--- src/rtl/xfer_pkg.sv ---
package xfer_pkg;
  // strobes from control to datapath, one cycle each
  typedef struct packed {
    logic push;        // write pushData at tail
    logic pop;         // retire head entry
    logic grantDrain;  // latch drain address
    logic grantLoad;   // latch load address and register
    logic loadDone;    // memory read issued this cycle
  } xfer_strobe_t;
endpackage

--- src/rtl/xfer_ctrl.sv ---
module xfer_ctrl
  import xfer_pkg::*;
#(
  parameter int DEPTH       = 4,
  parameter int XFER_CYCLES = 3,
  localparam int CNT_W      = $clog2(DEPTH + 1),
  localparam int TMR_W      = $clog2(XFER_CYCLES + 1)
) (
  input  logic             clk,
  input  logic             rst_n,
  input  logic             pushValid,
  input  logic             drainReq,
  input  logic             loadReq,
  output xfer_strobe_t     strobe,
  output logic [CNT_W-1:0] count,
  output logic             full,
  output logic             empty,
  output logic             busy,
  output logic             memWrEn,
  output logic             memRdEn,
  output logic             overflow,
  output logic             underflow,
  output logic             conflict
);
  logic [TMR_W-1:0] timer;
  logic             isDrain;
  logic             done;
  logic             idle;

  assign full  = (count == CNT_W'(DEPTH));
  assign empty = (count == '0);
  assign busy  = (timer != '0);
  assign idle  = !busy;
  assign done  = (timer == TMR_W'(1));

  always_comb begin
    strobe            = '0;
    strobe.push       = pushValid && !full;
    strobe.grantDrain = idle && drainReq && !empty;
    strobe.grantLoad  = idle && loadReq && !drainReq;
    strobe.pop        = done && isDrain;
    strobe.loadDone   = done && !isDrain;
  end

  assign memWrEn = strobe.pop;
  assign memRdEn = strobe.loadDone;

  always_ff @(posedge clk) begin
    if (!rst_n) begin
      count     <= '0;
      timer     <= '0;
      isDrain   <= 1'b0;
      overflow  <= 1'b0;
      underflow <= 1'b0;
      conflict  <= 1'b0;
    end else begin
      case ({strobe.push, strobe.pop})
        2'b10:   count <= count + CNT_W'(1);
        2'b01:   count <= count - CNT_W'(1);
        default: count <= count;
      endcase
      if (strobe.grantDrain || strobe.grantLoad) begin
        timer   <= TMR_W'(XFER_CYCLES);
        isDrain <= strobe.grantDrain;
      end else if (busy) begin
        timer <= timer - TMR_W'(1);
      end
      overflow  <= pushValid && full;
      underflow <= idle && drainReq && empty;
      conflict  <= (busy && (drainReq || loadReq)) || (idle && drainReq && loadReq);
    end
  end

  assert_count_bound_R2: assert property (@(posedge clk) disable iff (!rst_n)
    count <= CNT_W'(DEPTH));
  assert_no_overflow_R3: assert property (@(posedge clk) disable iff (!rst_n)
    (pushValid && full && !memWrEn) |=> (overflow && full));
  assert_grant_busy_R5: assert property (@(posedge clk) disable iff (!rst_n)
    (idle && drainReq && !empty) |=> busy);
  assert_write_in_busy_R5: assert property (@(posedge clk) disable iff (!rst_n)
    memWrEn |-> (busy && !memRdEn && !empty));
  assert_underflow_R6: assert property (@(posedge clk) disable iff (!rst_n)
    (idle && drainReq && empty) |=> (underflow && !busy));
  assert_conflict_R7: assert property (@(posedge clk) disable iff (!rst_n)
    (busy && (drainReq || loadReq)) |=> conflict);
endmodule

--- src/rtl/xfer_dp.sv ---
module xfer_dp
  import xfer_pkg::*;
#(
  parameter int DEPTH  = 4,
  parameter int WIDTH  = 16,
  parameter int ADDR_W = 11,
  parameter int REG_W  = 9,
  localparam int PTR_W = $clog2(DEPTH)
) (
  input  logic              clk,
  input  logic              rst_n,
  input  xfer_strobe_t      strobe,
  input  logic [WIDTH-1:0]  pushData,
  input  logic [ADDR_W-1:0] drainAddr,
  input  logic [ADDR_W-1:0] loadAddr,
  input  logic [REG_W-1:0]  loadReg,
  input  logic [WIDTH-1:0]  memRdData,
  output logic [ADDR_W-1:0] memAddr,
  output logic [WIDTH-1:0]  memWrData,
  output logic              regWrEn,
  output logic [REG_W-1:0]  regWrIdx,
  output logic [WIDTH-1:0]  regWrData,
  output logic              loadVisible,
  output logic [REG_W-1:0]  visibleIdx
);
  logic [WIDTH-1:0]  entry [DEPTH];
  logic [PTR_W-1:0]  wrPtr, rdPtr;
  logic [ADDR_W-1:0] xferAddr;
  logic [REG_W-1:0]  xferReg;

  for (genvar e = 0; e < DEPTH; e++) begin : g_entry
    always_ff @(posedge clk) begin
      if (strobe.push && (wrPtr == PTR_W'(e))) entry[e] <= pushData;
    end
  end

  function automatic logic [PTR_W-1:0] nextPtr(input logic [PTR_W-1:0] p);
    return (p == PTR_W'(DEPTH - 1)) ? '0 : p + PTR_W'(1);
  endfunction

  always_ff @(posedge clk) begin
    if (!rst_n) begin
      wrPtr       <= '0;
      rdPtr       <= '0;
      xferAddr    <= '0;
      xferReg     <= '0;
      regWrEn     <= 1'b0;
      regWrIdx    <= '0;
      loadVisible <= 1'b0;
      visibleIdx  <= '0;
    end else begin
      if (strobe.push) wrPtr <= nextPtr(wrPtr);
      if (strobe.pop)  rdPtr <= nextPtr(rdPtr);
      if (strobe.grantDrain)     xferAddr <= drainAddr;
      else if (strobe.grantLoad) xferAddr <= loadAddr;
      if (strobe.grantLoad) xferReg <= loadReg;
      regWrEn     <= strobe.loadDone;
      if (strobe.loadDone) regWrIdx <= xferReg;
      loadVisible <= regWrEn;
      if (regWrEn) visibleIdx <= regWrIdx;
    end
  end

  assign memAddr   = xferAddr;
  assign memWrData = entry[rdPtr];
  assign regWrData = memRdData;

  assert_regwr_follows_read_R9: assert property (@(posedge clk) disable iff (!rst_n)
    strobe.loadDone |=> (regWrEn && regWrIdx == $past(xferReg)));
  assert_visible_after_write_R10: assert property (@(posedge clk) disable iff (!rst_n)
    regWrEn |=> (loadVisible && visibleIdx == $past(regWrIdx)));
endmodule

--- src/rtl/spad_path_unit.sv ---
module spad_path_unit
  import xfer_pkg::*;
#(
  parameter int DEPTH       = 4,
  parameter int WIDTH       = 16,
  parameter int ADDR_W      = 11,
  parameter int REG_W       = 9,
  parameter int XFER_CYCLES = 3,
  localparam int CNT_W      = $clog2(DEPTH + 1)
) (
  input  logic              clk,
  input  logic              rst_n,
  input  logic              pushValid,
  input  logic [WIDTH-1:0]  pushData,
  input  logic              drainReq,
  input  logic [ADDR_W-1:0] drainAddr,
  input  logic              loadReq,
  input  logic [ADDR_W-1:0] loadAddr,
  input  logic [REG_W-1:0]  loadReg,
  output logic              memWrEn,
  output logic              memRdEn,
  output logic [ADDR_W-1:0] memAddr,
  output logic [WIDTH-1:0]  memWrData,
  input  logic [WIDTH-1:0]  memRdData,
  output logic              regWrEn,
  output logic [REG_W-1:0]  regWrIdx,
  output logic [WIDTH-1:0]  regWrData,
  output logic              loadVisible,
  output logic [REG_W-1:0]  visibleIdx,
  output logic [CNT_W-1:0]  count,
  output logic              full,
  output logic              empty,
  output logic              busy,
  output logic              overflow,
  output logic              underflow,
  output logic              conflict
);
  xfer_strobe_t strobe;

  xfer_ctrl #(.DEPTH(DEPTH), .XFER_CYCLES(XFER_CYCLES)) u_ctrl (
    .clk(clk), .rst_n(rst_n), .pushValid(pushValid), .drainReq(drainReq),
    .loadReq(loadReq), .strobe(strobe), .count(count), .full(full),
    .empty(empty), .busy(busy), .memWrEn(memWrEn), .memRdEn(memRdEn),
    .overflow(overflow), .underflow(underflow), .conflict(conflict)
  );

  xfer_dp #(.DEPTH(DEPTH), .WIDTH(WIDTH), .ADDR_W(ADDR_W), .REG_W(REG_W)) u_dp (
    .clk(clk), .rst_n(rst_n), .strobe(strobe), .pushData(pushData),
    .drainAddr(drainAddr), .loadAddr(loadAddr), .loadReg(loadReg),
    .memRdData(memRdData), .memAddr(memAddr), .memWrData(memWrData),
    .regWrEn(regWrEn), .regWrIdx(regWrIdx), .regWrData(regWrData),
    .loadVisible(loadVisible), .visibleIdx(visibleIdx)
  );
endmodule

--- config.mk ---
export PLATFORM = sky130hd
export DESIGN_NAME = spad_path_unit
export DESIGN_NICKNAME = d
export VERILOG_FILES = /design/src/rtl/xfer_pkg.sv /design/src/rtl/xfer_ctrl.sv /design/src/rtl/xfer_dp.sv /design/src/rtl/spad_path_unit.sv
export SDC_FILE = /design/constraint.sdc
export NUM_CORES = 1
export LEC_CHECK = 0
export ABC_AREA = 0
export CORE_MARGIN = 2
export CORE_UTILIZATION = 50
export CTS_CLUSTER_SIZE = 30
export DETAILED_ROUTE_END_ITERATION = 7
export DONT_BUFFER_PORTS = 1
export PLACE_DENSITY_LB_ADDON = 0.05
export SETUP_SLACK_MARGIN = 0.15
export SLEW_MARGIN = 25
export SYNTH_ARGS = -nofsm -noshare
export SYNTH_HDL_FRONTEND = slang
export SYNTH_SLANG_ARGS = --single-unit
export TNS_END_PERCENT = 50
--- constraint.sdc ---
create_clock -name clk -period 5.6 [get_ports clk]
set_input_delay 1.12 -clock clk [delete_from_list [all_inputs] [get_ports clk]]
set_output_delay 1.12 -clock clk [all_outputs]
set_load 0.05 [all_outputs]
Yosys cells after proc, flatten, opt, wreduce, memory -nomap -nowiden. Memories as Yosys holds them, arrays and structs flattened. A register that Yosys moved wholly into a read port is not among the register bits. Cells that the tools add are included.

Register bits: 53. Bits in latches: 0. Bits in writable memories: 64. ROM bits: 0. Input port bits: 68. Output and inout bits: 74. Logic and storage cells: 86. Memories kept: 1.

Add/subtract/negate cells: 5. $mul: 0. Divide/modulo/power cells: 0. $lt $le $gt $ge: 0. Eq/ne operators: 8. Shifts and indexed selects: 0. Mux-type cells: 26. Bitwise logic cells: 0. Reduce and logical (&&, ||, !) cells: 32.

Memories: u_dp.entry (depth 4, width 16, rd ports 1, clocked after memory_dff 1, write ports 1, line xfer_dp.sv:26) `logic [WIDTH-1:0] entry [DEPTH];`.

Operators by type and width (number): $mux W16 (3); $reduce_or A16 Y1 (3); $mux W11 (2); $mux W2 (9); $logic_and A1 B1 Y1 (15); $mux W1 (11); $eq A2 B2 Y1 const B (4); $reduce_bool A2 Y1 (4); $eq A2 B1 Y1 const B (3); $pmux W3 S2 (1); $logic_not A1 Y1 (5); $add A2 B1 Y2 const B (2); $add A3 B1 Y3 const B (1); $eq A3 B3 Y1 const B (1); $logic_not A3 Y1 (1); $logic_or A1 B1 Y1 (3); $sub A3 B1 Y3 const B (1); $logic_not A2 Y1 (1); $sub A2 B1 Y2 const B (1).

Logic depth before layout (Yosys ltp). Gate-level depths: netlist of the first run.

Word-level depth: 10. Depth in mapped cells: 10. Gate-level depth less buffers: 10.

Modules after synthesis. A second synthesis of the first run with hierarchy kept.

Cell total of the unflattened synthesis: 327. Area, all modules: 4744.6 µm².

Modules (own cells, without submodules): xfer_dp (instances 1, cells an instance 268, area an instance 4250.3 µm², sequential area each 2842.7 µm²); xfer_ctrl (instances 1, cells an instance 59, area an instance 494.2 µm², sequential area each 180.2 µm²).

Worst setup path after synthesis of the first run. No wires, ideal clock.

Path kind: register to register. From: reg u_ctrl.count[2]. To: reg u_ctrl.count[2]. Library setup time: 71 ps. Data arrival time: 3006 ps. Data required time: 5529 ps. Path slack: 2524 ps. Stages on the path, launching flop included: 10. Path buffers: 0. Period minus slack after synthesis: 3076 ps. Path through: dfxtp_1 -> nor3b_2 -> nor2_1 -> inv_1 -> ha_1 -> inv_1 -> fa_1 -> xor2_1 -> or3_1 -> a21oi_1.

Word-level cells in the longest chain between the ends: 5. Elaborated cells on any way between the ends: 9. Classes of those cells: 2 x add/sub; 3 x eq/ne; 1 x mux; 3 x reduce/logical.

RTL lines: start: declaration (line xfer_ctrl.sv:15) `output logic [CNT_W-1:0] count,`; start signal: assignment (line xfer_ctrl.sv:58) `2'b10: count <= count + CNT_W'(1);`; start signal: assignment (line xfer_ctrl.sv:59) `2'b01: count <= count - CNT_W'(1);`; start signal: assignment (line xfer_ctrl.sv:60) `default: count <= count;`; $eq A3 B3 Y1 * (line xfer_ctrl.sv:30) `assign full = (count == CNT_W'(DEPTH));`; net full (line spad_path_unit.sv:31) `output logic full,`; $logic_not A1 Y1 * (line xfer_ctrl.sv:38) `strobe.push = pushValid && !full;`; $logic_and A1 B1 Y1 * (line xfer_ctrl.sv:38); $eq A2 B1 Y1 or $eq A2 B2 Y1 (tied branches) (line xfer_ctrl.sv:57) `case ({strobe.push, strobe.pop})`; $pmux W3 S2 or $reduce_bool A2 Y1 (tied branches).

The timed path passes the listed nets; every way through them passes the cells marked *. A chain may end at the register's enable or synchronous reset.

Worst setup path in the final report of the first run.
From: reg u_ctrl.timer[1]. To: out memRdEn.

Word-level cells in the longest chain between the ends: 2.

RTL lines: start: declaration (line xfer_ctrl.sv:25) `logic [TMR_W-1:0] timer;`; start signal: assignment (line xfer_ctrl.sv:63) `timer <= TMR_W'(XFER_CYCLES);`; start signal: assignment (line xfer_ctrl.sv:66) `timer <= timer - TMR_W'(1);`; $eq A2 B1 Y1 (line xfer_ctrl.sv:34) `assign done = (timer == TMR_W'(1));`; $logic_and A1 B1 Y1 (line xfer_ctrl.sv:42) `strobe.loadDone = done && !isDrain;`; end: declaration (line spad_path_unit.sv:21) `output logic memRdEn,`.

Every way passes these cells.

==> results of run 1 <==
[metal layers]
layer / global-route usage (%) / part of all wire, %
met1: 22.0 / 43
met2: 26.4 / 46
met3: 7.70 / 8.7
met4: 7.59 / 1.9
met5: 0 / 0
[power by group]
part | total, mW | leakage [nW] | switching (mW) | internal [mW]
Sequential | 1.14 | 1.04 | 0.155 | 0.988
Combinational | 0.298 | 0.444 | 0.214 | 0.0843
Clock | 0.966 | 0.266 | 0.378 | 0.588
[tightest hold or removal path, stage by stage, from the launching register on]
cell	delay (ns)
dfxtp_1	0.31
nand2_1	0.05
a21oi_1	0.05
[worst paths after layout]
path	cells past startpoint	slack, ns	endpoint	from
worst max register to register	10	2.83	u_ctrl.count[2]	u_ctrl.count[2]
worst min-delay path	2	0.45	u_dp.regWrIdx[5]	u_dp.xferReg[5]
worst max-delay path	4	2.39	memRdEn	u_ctrl.timer[1]
worst min register to register	2	0.45	u_dp.regWrIdx[5]	u_dp.xferReg[5]
[cell usage after synthesis]
cell	number	area, um2
fa_1	1	20.0
o311ai_4	1	26.3
nand2b_1	1	6.26
inv_1	13	48.8
ha_1	8	100
a21oi_1	25	125
nand3b_1	2	15.0
clkinv_1	1	3.75
nor3_1	1	5.00
mux4_2	16	360
and2_1	5	31.3
xor2_1	3	26.3
buf_4	17	128
or3_1	1	6.26
or4_1	1	7.51
and3b_1	1	8.76
o21ai_2	1	8.76
nor2_1	17	63.8
nor3b_2	1	12.5
nand3_1	1	5.00
buf_2	4	20.0
dfxtp_1	55	1100
buf_6	3	33.8
a311oi_2	1	15.0
nand2_1	62	233
and3_1	1	6.26
o21ai_1	5	25.0
a31oi_1	13	81.3
clkbuf_8	2	27.5
and4_1	1	8.76
edfxtp_1	64	1920
clkbuf_1	7	26.3
mux2i_1	10	100
o21ai_0	9	45.0
[sequential cells by signal (all words and copies together), names as in the netlist, named ones only]
name              flops
u_dp.entry           64
u_dp.memAddr         11
u_dp.regWrIdx         9
u_dp.visibleIdx       9
u_dp.xferReg          9
u_ctrl.count          3
u_ctrl.timer          2
u_dp.rdPtr            2
u_dp.wrPtr            2
u_ctrl.conflict       1
u_ctrl.isDrain        1
u_ctrl.overflow       1
u_ctrl.underflow      1
u_dp.loadVisible      1
u_dp.regWrEn          1
[stage by stage]
stage          utilization (%)  cells  power [mW]
6_report                  55.8    466        2.41
5_1_grt                   55.8    466        2.51
4_1_cts                   55.8    466        2.43
3_5_place_dp              50.0    434        1.46
3_3_place_gp              50.0    434        1.46
2_1_floorplan                -    354        1.45
[cell families (layout without fill, tap and decap cells)]
group | Yosys count | count (layout) | share of synthesized area [%]
fa+ha+maj | 9 | 9 | 2.58
buf+inv | 47 | 48 | 6.18
compound gates | 55 | 55 | 7.02
xor+xnor | 3 | 3 | 0.565
mux | 26 | 26 | 9.90
simple gates | 95 | 95 | 8.79
flops | 119 | 119 | 65.0
[cell type report]
type	instances	area [um2]
fillers	761	4040
inverters	14	52.6
well taps	111	139
clock inverters	13	105
clock buffers	19	425
flip-flops and latches	119	3020
multi-input cells	188	1350
repair buffers	2	15.0
==> impl_metrics.py, run 1 <==
metrics = {
    "timing": {
        "finalHoldViolCount": 0,
        "tightest_slew_ns": 1.07,
        "rsz0062_at_grt": "no",
        "whs_ns": 0.449,
        "skew_ns": 0.00907,
        "period_minus_slack_ns": 3.21,
        "fin_ws_ns": 2.39,
        "fin_crit_sh_pct": 57.4,
        "clock.fmax_mhz": 311,
        "maxSlewHeadroom_pct": 28.4,
        "fin_setup_tns_ns": 0,
        "finalMaxSlewViolations": 0,
        "setup_viol": 0,
    },
    "finish": {
        "most-common-layout-cells": "edfxtp_1, nand2_1, dfxtp_1",
        "drive_above_1_share_pct": 15.5,
        "design_area_um2": 5110,
        "final_common_cell": "edfxtp_1",
        "finalNetCount": 419,
        "diodes": 0,
        "syn_to_final_growth_pct": 9.79,
    },
    "worst_hold_path": {
        "min_path_type": "reg2reg",
    },
    "clock_tree": {
        "clk_latency_ns": 0.51,
        "cts_buffers": 17,
        "cts.htree.levels": 4,
        "cts_setup_buffers": 0,
        "cts_tree": "yes",
        "cts_num_sinks": 119,
        "holdBufCountCts": 0,
        "clock_path_buffers": 2,
        "cts_resized": 0,
        "cts_root_buffer": "clkbuf_8",
        "clk_pin_slew_worst_paths_ns": 0.06,
    },
    "worst_setup_path": {
        "worst_ep_required_time_ns": 4.48,
        "cp_cell_sequence": "inv_1 -> ha_1 -> nand2b_1 -> clkinv_1",
        "cp-start-kind": "flop",
        "crit_path_max_incr_delay_ns": 0.66,
        "crit_arrival_ns": 2.09,
        "crit_path_end_kind": "output pin",
        "crit_type": "reg2out",
        "slowest_stage": "clkinv_1",
        "path_max_fanout": 11,
        "cp_top_family": "buffers and inverters",
        "critPathBufInv": 2,
    },
    "synth": {
        "seq_area_frac_synth_pct": 65.0,
        "syn_area_per_cell_um2": 13.1,
        "ys_ff_latch": 119,
        "synth.distinct_cells": 34,
        "syn-num-nets": 431,
        "yosysWarnings": 0,
        "synth_cells": 354,
        "netlist_area_um2": 4650,
    },
    "placement": {
        "place_ws_ns": 2.55,
        "dpl_cell_area_um2": 4580,
        "gp_congestion": 0.757,
        "dp_hpwl_um": 5260,
        "portBuffers": 0,
    },
    "routing": {
        "vias_per_cell": 5.52,
        "via_count": 2572,
        "firstDrtPassIters": 4,
        "drc": 0,
        "first_iter_violations": 73,
        "antenna_left": 0,
        "drt_wl_total_um": 8270,
        "wire_per_inst_um": 17.8,
    },
    "floorplan": {
        "dieArea_um2": 10100,
        "initial_core_util_pct": 50.8,
        "die_width_um": 100,
        "core_um2": 9150,
        "io_pins": 142,
        "die_h_um": 100,
        "rows": 35,
    },
    "outcome": {
        "status": "finished, final reports clean",
    },
    "global_route": {
        "grt_pass1_wl_um": 13400,
        "track_usage_pct": 17.5,
        "grt_overflow": 0,
        "grt_pass1_vias": 2545,
        "antenna_found_initial": 0,
        "grt_max_degree": 40,
    },
    "pwr": {
        "leakagePower_nw": 1.74,
        "p_per_area_nw_per_um2": 471,
        "ir_drop_v": 0.000207,
    },
    "job": {
        "maxCapViolations": 0,
    },
}
Power figures use the tool's default switching activity.
==> run 2, diff against run 1 <==
==> constraint.sdc (replaced) <==
create_clock -name clk -period 3.03 [get_ports clk]
set_input_delay 0.606 -clock clk [delete_from_list [all_inputs] [get_ports clk]]
set_output_delay 0.606 -clock clk [all_outputs]
set_load 0.05 [all_outputs]
==> run 2 against run 1 <==
Compared with the run above:
- wire length is 0.24% lower
- combinational power is 110% higher
- clock skew is 0.0028 ns lower
- first-iteration DRC count is 5.5% higher
- critical path depth stayed put
- die area stayed put
- register-to-register slack worse by 2.0 ns
- non-clock buffer count is 13 higher
- global-route usage is 0.17 points lower
- cell area is 3.2% higher
- count of clock-buffer cells in the layout is 2 lower
- highest routed layer unchanged
==> impl_metrics.py, run 2 (synthesis gave the netlist of run 1 again) <==
metrics = {
    "timing": {
        "maxSlewHeadroom_pct": 39.5,
        "skew_ns": 0.00632,
        "finalHoldViolCount": 0,
        "fin_crit_sh_pct": 88.2,
        "fin_setup_tns_ns": 0,
        "finalMaxSlewViolations": 0,
        "setup_viol": 0,
        "tightest_slew_ns": 0.903,
        "clock.fmax_mhz": 374,
        "period_minus_slack_ns": 2.67,
        "rsz0062_at_grt": "no",
        "whs_ns": 0.197,
    },
    "finish": {
        "drive_above_1_share_pct": 18.2,
        "utilization_pct": 57.6,
        "finalNetCount": 432,
        "most-common-layout-cells": "edfxtp_1, nand2_1, dfxtp_1",
        "largest_reg_flops": 64,
        "seq_area_um2": 3020,
        "final_common_cell": "edfxtp_1",
        "diodes": 0,
        "largest-register": "u_dp.entry",
        "syn_to_final_growth_pct": 13.3,
        "multi_input_area_um2": 1350,
        "fillers": 757,
    },
    "routing": {
        "via_count": 2594,
        "drc": 0,
        "vias_per_cell": 5.42,
        "first_iter_violations": 77,
        "antenna_left": 0,
        "firstDrtPassIters": 4,
        "drt_wl_total_um": 8250,
        "wire_per_inst_um": 17.2,
    },
    "floorplan": {
        "die_h_um": 100,
        "dieArea_um2": 10100,
        "rows": 35,
        "io_pins": 142,
        "core_um2": 9150,
        "initial_core_util_pct": 50.8,
        "die_width_um": 100,
    },
    "pwr": {
        "leakagePower_nw": 1.83,
        "swShare_pct": 30.2,
        "share_comb_of_total_power_pct": 13.5,
        "internal_power_mw": 3.26,
        "clockPowerShare_pct": 42.3,
        "p_seq_share_pct": 44.2,
        "ir_drop_v": 0.000506,
        "total_power_mw": 4.67,
        "p_per_area_nw_per_um2": 885,
        "p_sw_mw": 1.41,
    },
    "worst_setup_path": {
        "crit_type": "reg2out",
        "worst_ep_required_time_ns": 2.42,
        "crit_arrival_ns": 2.07,
        "path_max_fanout": 11,
        "crit_path_end_kind": "output pin",
        "cp-start-kind": "flop",
    },
    "clock_tree": {
        "cts_setup_buffers": 0,
        "holdBufCountCts": 0,
        "clk_pin_slew_worst_paths_ns": 0.06,
        "cts_tree": "yes",
        "cts_buffers": 17,
        "clk_latency_ns": 0.50,
        "cts_num_sinks": 119,
        "cts_resized": 0,
        "clock_path_buffers": 2,
        "cts.htree.levels": 4,
        "cts_root_buffer": "clkbuf_8",
    },
    "job": {
        "maxCapViolations": 0,
    },
    "outcome": {
        "status": "finished, final reports clean",
    },
    "global_route": {
        "grt_max_degree": 38,
        "antenna_found_initial": 0,
        "grt_overflow": 0,
        "grt_pass1_wl_um": 13300,
        "track_usage_pct": 17.3,
        "grt_pass1_vias": 2613,
    },
    "placement": {
        "gp_congestion": 0.735,
        "dp_hpwl_um": 5190,
        "portBuffers": 0,
    },
    "worst_hold_path": {
        "min_path_type": "in2reg",
    },
}
## run 2: cell count changes in the layout (fill, tap and decap cells not counted), moves of 2 or more
cell and delta:
bufinv_16 +2, clkinv_4 +3, clkinv_2 -3, buf_4 +13, inv_4 -2
## run 2: power by group through the flow
stage	combinational, mW	sequential [mW]	clock [mW]
floorplan	0.588	2.10	0
global placement	0.628	2.09	0
detailed placement	0.634	2.09	0
CTS	0.637	2.06	2.01
global route	0.692	2.07	2.09
finish	0.631	2.06	1.98
## run 2: worst paths after layout
kind	start	endpoint	slack (ns)	cells past startpoint
min reg2reg	u_dp.xferReg[8]	u_dp.regWrIdx[8]	0.45	2
max reg2reg	u_ctrl.count[0]	u_ctrl.count[2]	0.84	10
max	u_ctrl.timer[1]	memRdEn	0.36	4
min	pushData[6]	u_dp.entry[1][6]	0.20	0
## run 2: through the flow
step / area (um2) / cells / setup slack [ns]
after floorplan: 4660 / 354 / 0.189
after global placement: 4680 / 447 / 0.852
after detailed placement: 4680 / 447 / 0.835
after CTS: 5270 / 479 / 0.326
after global routing: 5270 / 479 / 0.176
final: 5270 / 479 / 0.359
## run 2: critical path, stage by stage, from the launching register on
cell	delay (ns)
dfxtp_1	0.30
inv_1	0.07
ha_1	0.21
nand2b_1	0.33
clkinv_1	0.64
## run 2: final cells by class
class	instances	share of cell area, %
inverters	14	0.996
clock inverters	15	3.39
flip-flops and latches	119	57.3
well taps	111	2.63
multi-input cells	188	25.7
repair buffers	15	2.14
clock buffers	17	7.85
## run 2: per-layer routing
metal / GRT usage (%) / routed length [um] / vias up
li1: - / - / 1258
met1: 21.5 / 3590 / 1223
met5: 0 / 0 / -
met3: 7.14 / 627 / 21
met4: 7.38 / 106 / 0
met2: 26.9 / 3930 / 92
==> run 3, diff against run 2 <==
--- a/config.mk
+++ b/config.mk
@@ -7,14 +7,13 @@
 export LEC_CHECK = 0
 export ABC_AREA = 0
 export CORE_MARGIN = 2
-export CORE_UTILIZATION = 50
+export CORE_UTILIZATION = 47
 export CTS_CLUSTER_SIZE = 30
 export DETAILED_ROUTE_END_ITERATION = 7
-export DONT_BUFFER_PORTS = 1
 export PLACE_DENSITY_LB_ADDON = 0.05
 export SETUP_SLACK_MARGIN = 0.15
 export SLEW_MARGIN = 25
 export SYNTH_ARGS = -nofsm -noshare
 export SYNTH_HDL_FRONTEND = slang
 export SYNTH_SLANG_ARGS = --single-unit
-export TNS_END_PERCENT = 50
+export TNS_END_PERCENT = 100
==> run 3 against run 2 <==
Compared with the run above:
- sequential power decreased by 8%
- power is 4.7% higher
- fmax fell by 4.3%
- sequential cell count unchanged
- final cell count increased by 27%
- first-iteration DRC count is 31% higher
- clock power decreased by 2%
- critical path depth is 1 higher
- non-clock buffer count up 108
- setup slack got worse by 0.12 ns
==> impl_metrics.py, run 3 (synthesis gave the netlist of run 1 again) <==
metrics = {
    "floorplan": {
        "die_width_um": 104,
        "dieArea_um2": 10700,
        "rows": 36,
        "die_h_um": 104,
        "initial_core_util_pct": 48.0,
        "core_um2": 9680,
        "io_pins": 142,
    },
    "clock_tree": {
        "holdBufCountCts": 0,
        "cts.htree.levels": 4,
        "clk_latency_ns": 0.51,
        "cts_num_sinks": 119,
        "cts_root_buffer": "clkbuf_8",
        "clock_path_buffers": 2,
        "cts_buffers": 17,
        "cts_tree": "yes",
        "clk_pin_slew_worst_paths_ns": 0.06,
    },
    "timing": {
        "maxSlewHeadroom_pct": 32.3,
        "finalMaxSlewViolations": 0,
        "skew_ns": 0.00692,
        "fin_crit_sh_pct": 92.1,
        "setup_viol": 0,
        "finalHoldViolCount": 0,
        "period_minus_slack_ns": 2.79,
        "clock.fmax_mhz": 358,
        "tightest_slew_ns": 1.01,
        "whs_ns": 0.447,
        "fin_setup_tns_ns": 0,
        "fin_ws_ns": 0.239,
        "rsz0062_at_grt": "no",
    },
    "routing": {
        "drt_wl_total_um": 9120,
        "wire_per_inst_um": 15.0,
        "first_iter_violations": 101,
        "vias_per_cell": 4.97,
        "antenna_left": 0,
        "via_count": 3025,
        "firstDrtPassIters": 4,
        "drc": 0,
    },
    "worst_setup_path": {
        "cp-start-kind": "flop",
        "rr_startpoint": "u_ctrl.count[2]",
        "cp-endpoint": "memWrEn",
        "crit_path_max_incr_delay_ns": 0.82,
        "r2r_cells": 9,
        "path_max_fanout": 3,
        "crit_path_end_kind": "output pin",
        "worst_ep_required_time_ns": 2.42,
        "crit_arrival_ns": 2.19,
        "worst-path-stages": 5,
        "path_common_cell": "inv_1",
        "slowest_stage": "clkdlybuf4s50_1",
        "cp_cell_sequence": "inv_1 -> ha_1 -> nand2_1 -> inv_1 -> clkdlybuf4s50_1",
        "startpoint": "u_ctrl.timer[1]",
        "r2r_setup_slack_ns": 0.73,
        "cp_top_family": "buffers and inverters",
        "critPathBufInv": 3,
        "r2r-end": "u_ctrl.count[2]",
        "crit_type": "reg2out",
    },
    "global_route": {
        "track_usage_pct": 17.6,
        "antenna_found_initial": 0,
        "grt_overflow": 0,
        "grt_max_degree": 27,
        "grt_pass1_wl_um": 14900,
        "grt_pass1_vias": 2961,
    },
    "finish": {
        "largest-register": "u_dp.entry",
        "fillers": 749,
        "diodes": 0,
        "drive_above_1_share_pct": 17.0,
        "most-common-layout-cells": "clkdlybuf4s50_1, edfxtp_1, nand2_1",
        "final_common_cell": "clkdlybuf4s50_1",
        "seq_area_um2": 3020,
        "largest_reg_flops": 64,
        "utilization_pct": 65.4,
        "finalNetCount": 540,
        "syn_to_final_growth_pct": 36.2,
        "multi_input_area_um2": 1350,
    },
    "worst_hold_path": {
        "min_path_type": "reg2reg",
    },
    "placement": {
        "gp_congestion": 0.740,
        "portBuffers": 109,
        "dp_hpwl_um": 6080,
        "place_ws_ns": 0.411,
    },
    "outcome": {
        "status": "finished, final reports clean",
    },
    "job": {
        "maxCapViolations": 0,
    },
    "pwr": {
        "leakagePower_nw": 2.28,
        "total_power_mw": 4.89,
        "ir_drop_v": 0.000449,
        "p_per_area_nw_per_um2": 771,
    },
}
-- run 3: changes by cell type in the layout (fill, tap and decap cells not counted) --
| cell | delta |
|---|---|
| dlymetal6s2s_1 | +3 |
| buf_4 | +15 |
| clkinv_2 | -3 |
| clkinvlp_4 | +1 |
| bufinv_16 | -1 |
| inv_6 | +5 |
| clkdlybuf4s50_1 | +90 |
| nor3_1 | +1 |
| nor3_2 | -1 |
| clkinv_4 | -2 |
-- run 3: layout make-up --
cell class,instances,share of cell area [%]
well taps,133,2.63
clock buffers,17,6.54
clock inverters,15,2.65
repair buffers,123,18.4
multi-input cells,188,21.3
flip-flops and latches,119,47.7
inverters,14,0.829
-- run 3: power breakdown --
part / total [mW] / switching (mW) / internal, mW
logic: 1.06 / 0.676 / 0.384
registers: 1.89 / 0.0629 / 1.82
clock network: 1.94 / 0.751 / 1.19
-- run 3: repair_timing --
item / CTS / global route
gates resized for setup: 0 / 3
buffers inserted: 0 / 0
endpoints found under the setup margin: 0 / 3
-- run 3: how the worst min path moves through the flow --
stage / start / cells after the start / end / slack (ns)
after floorplan: u_dp.xferReg[0] / 2 / u_dp.regWrIdx[0] / 0.43
after global placement: u_dp.xferReg[1] / 2 / u_dp.regWrIdx[1] / 0.44
after detailed placement: u_dp.xferReg[3] / 2 / u_dp.regWrIdx[3] / 0.44
after CTS: u_dp.xferReg[3] / 2 / u_dp.regWrIdx[3] / 0.45
after global routing: u_dp.xferReg[2] / 2 / u_dp.xferReg[2] / 0.48
final: u_dp.xferReg[3] / 2 / u_dp.regWrIdx[3] / 0.45
-- run 3: metrics by stage --
step,std cells,area [um2]
floorplan,354,4660
CTS,609,6330
global route,609,6340
detailed placement,577,5750
global placement,577,5750
finish,609,6340
-- run 3: worst reg2reg max path: cells and delay by family, from the launching register on --
| family | cells | cell delay (ns) |
|---|---|---|
| DFF | 1 | 0.47 |
| xor gates and xnor gates | 1 | 0.16 |
| buffers and inverters | 2 | 0.14 |
| AOI/OAI and AO/OA | 1 | 0.14 |
| and+or+nand+nor | 3 | 0.77 |
| adders and majority gates | 2 | 0.54 |
-- run 3: per-layer routing --
| layer | GRT usage (%) | wire length, um | part of all wire [%] | vias to the layer above |
|---|---|---|---|---|
| met5 | 0 | 0 | 0 | - |
| met4 | 7.14 | 98 | 1.1 | 0 |
| met3 | 5.92 | 607 | 6.7 | 14 |
| met2 | 28.1 | 4410 | 48 | 94 |
| met1 | 22.3 | 4000 | 44 | 1443 |
| li1 | - | - | - | 1474 |
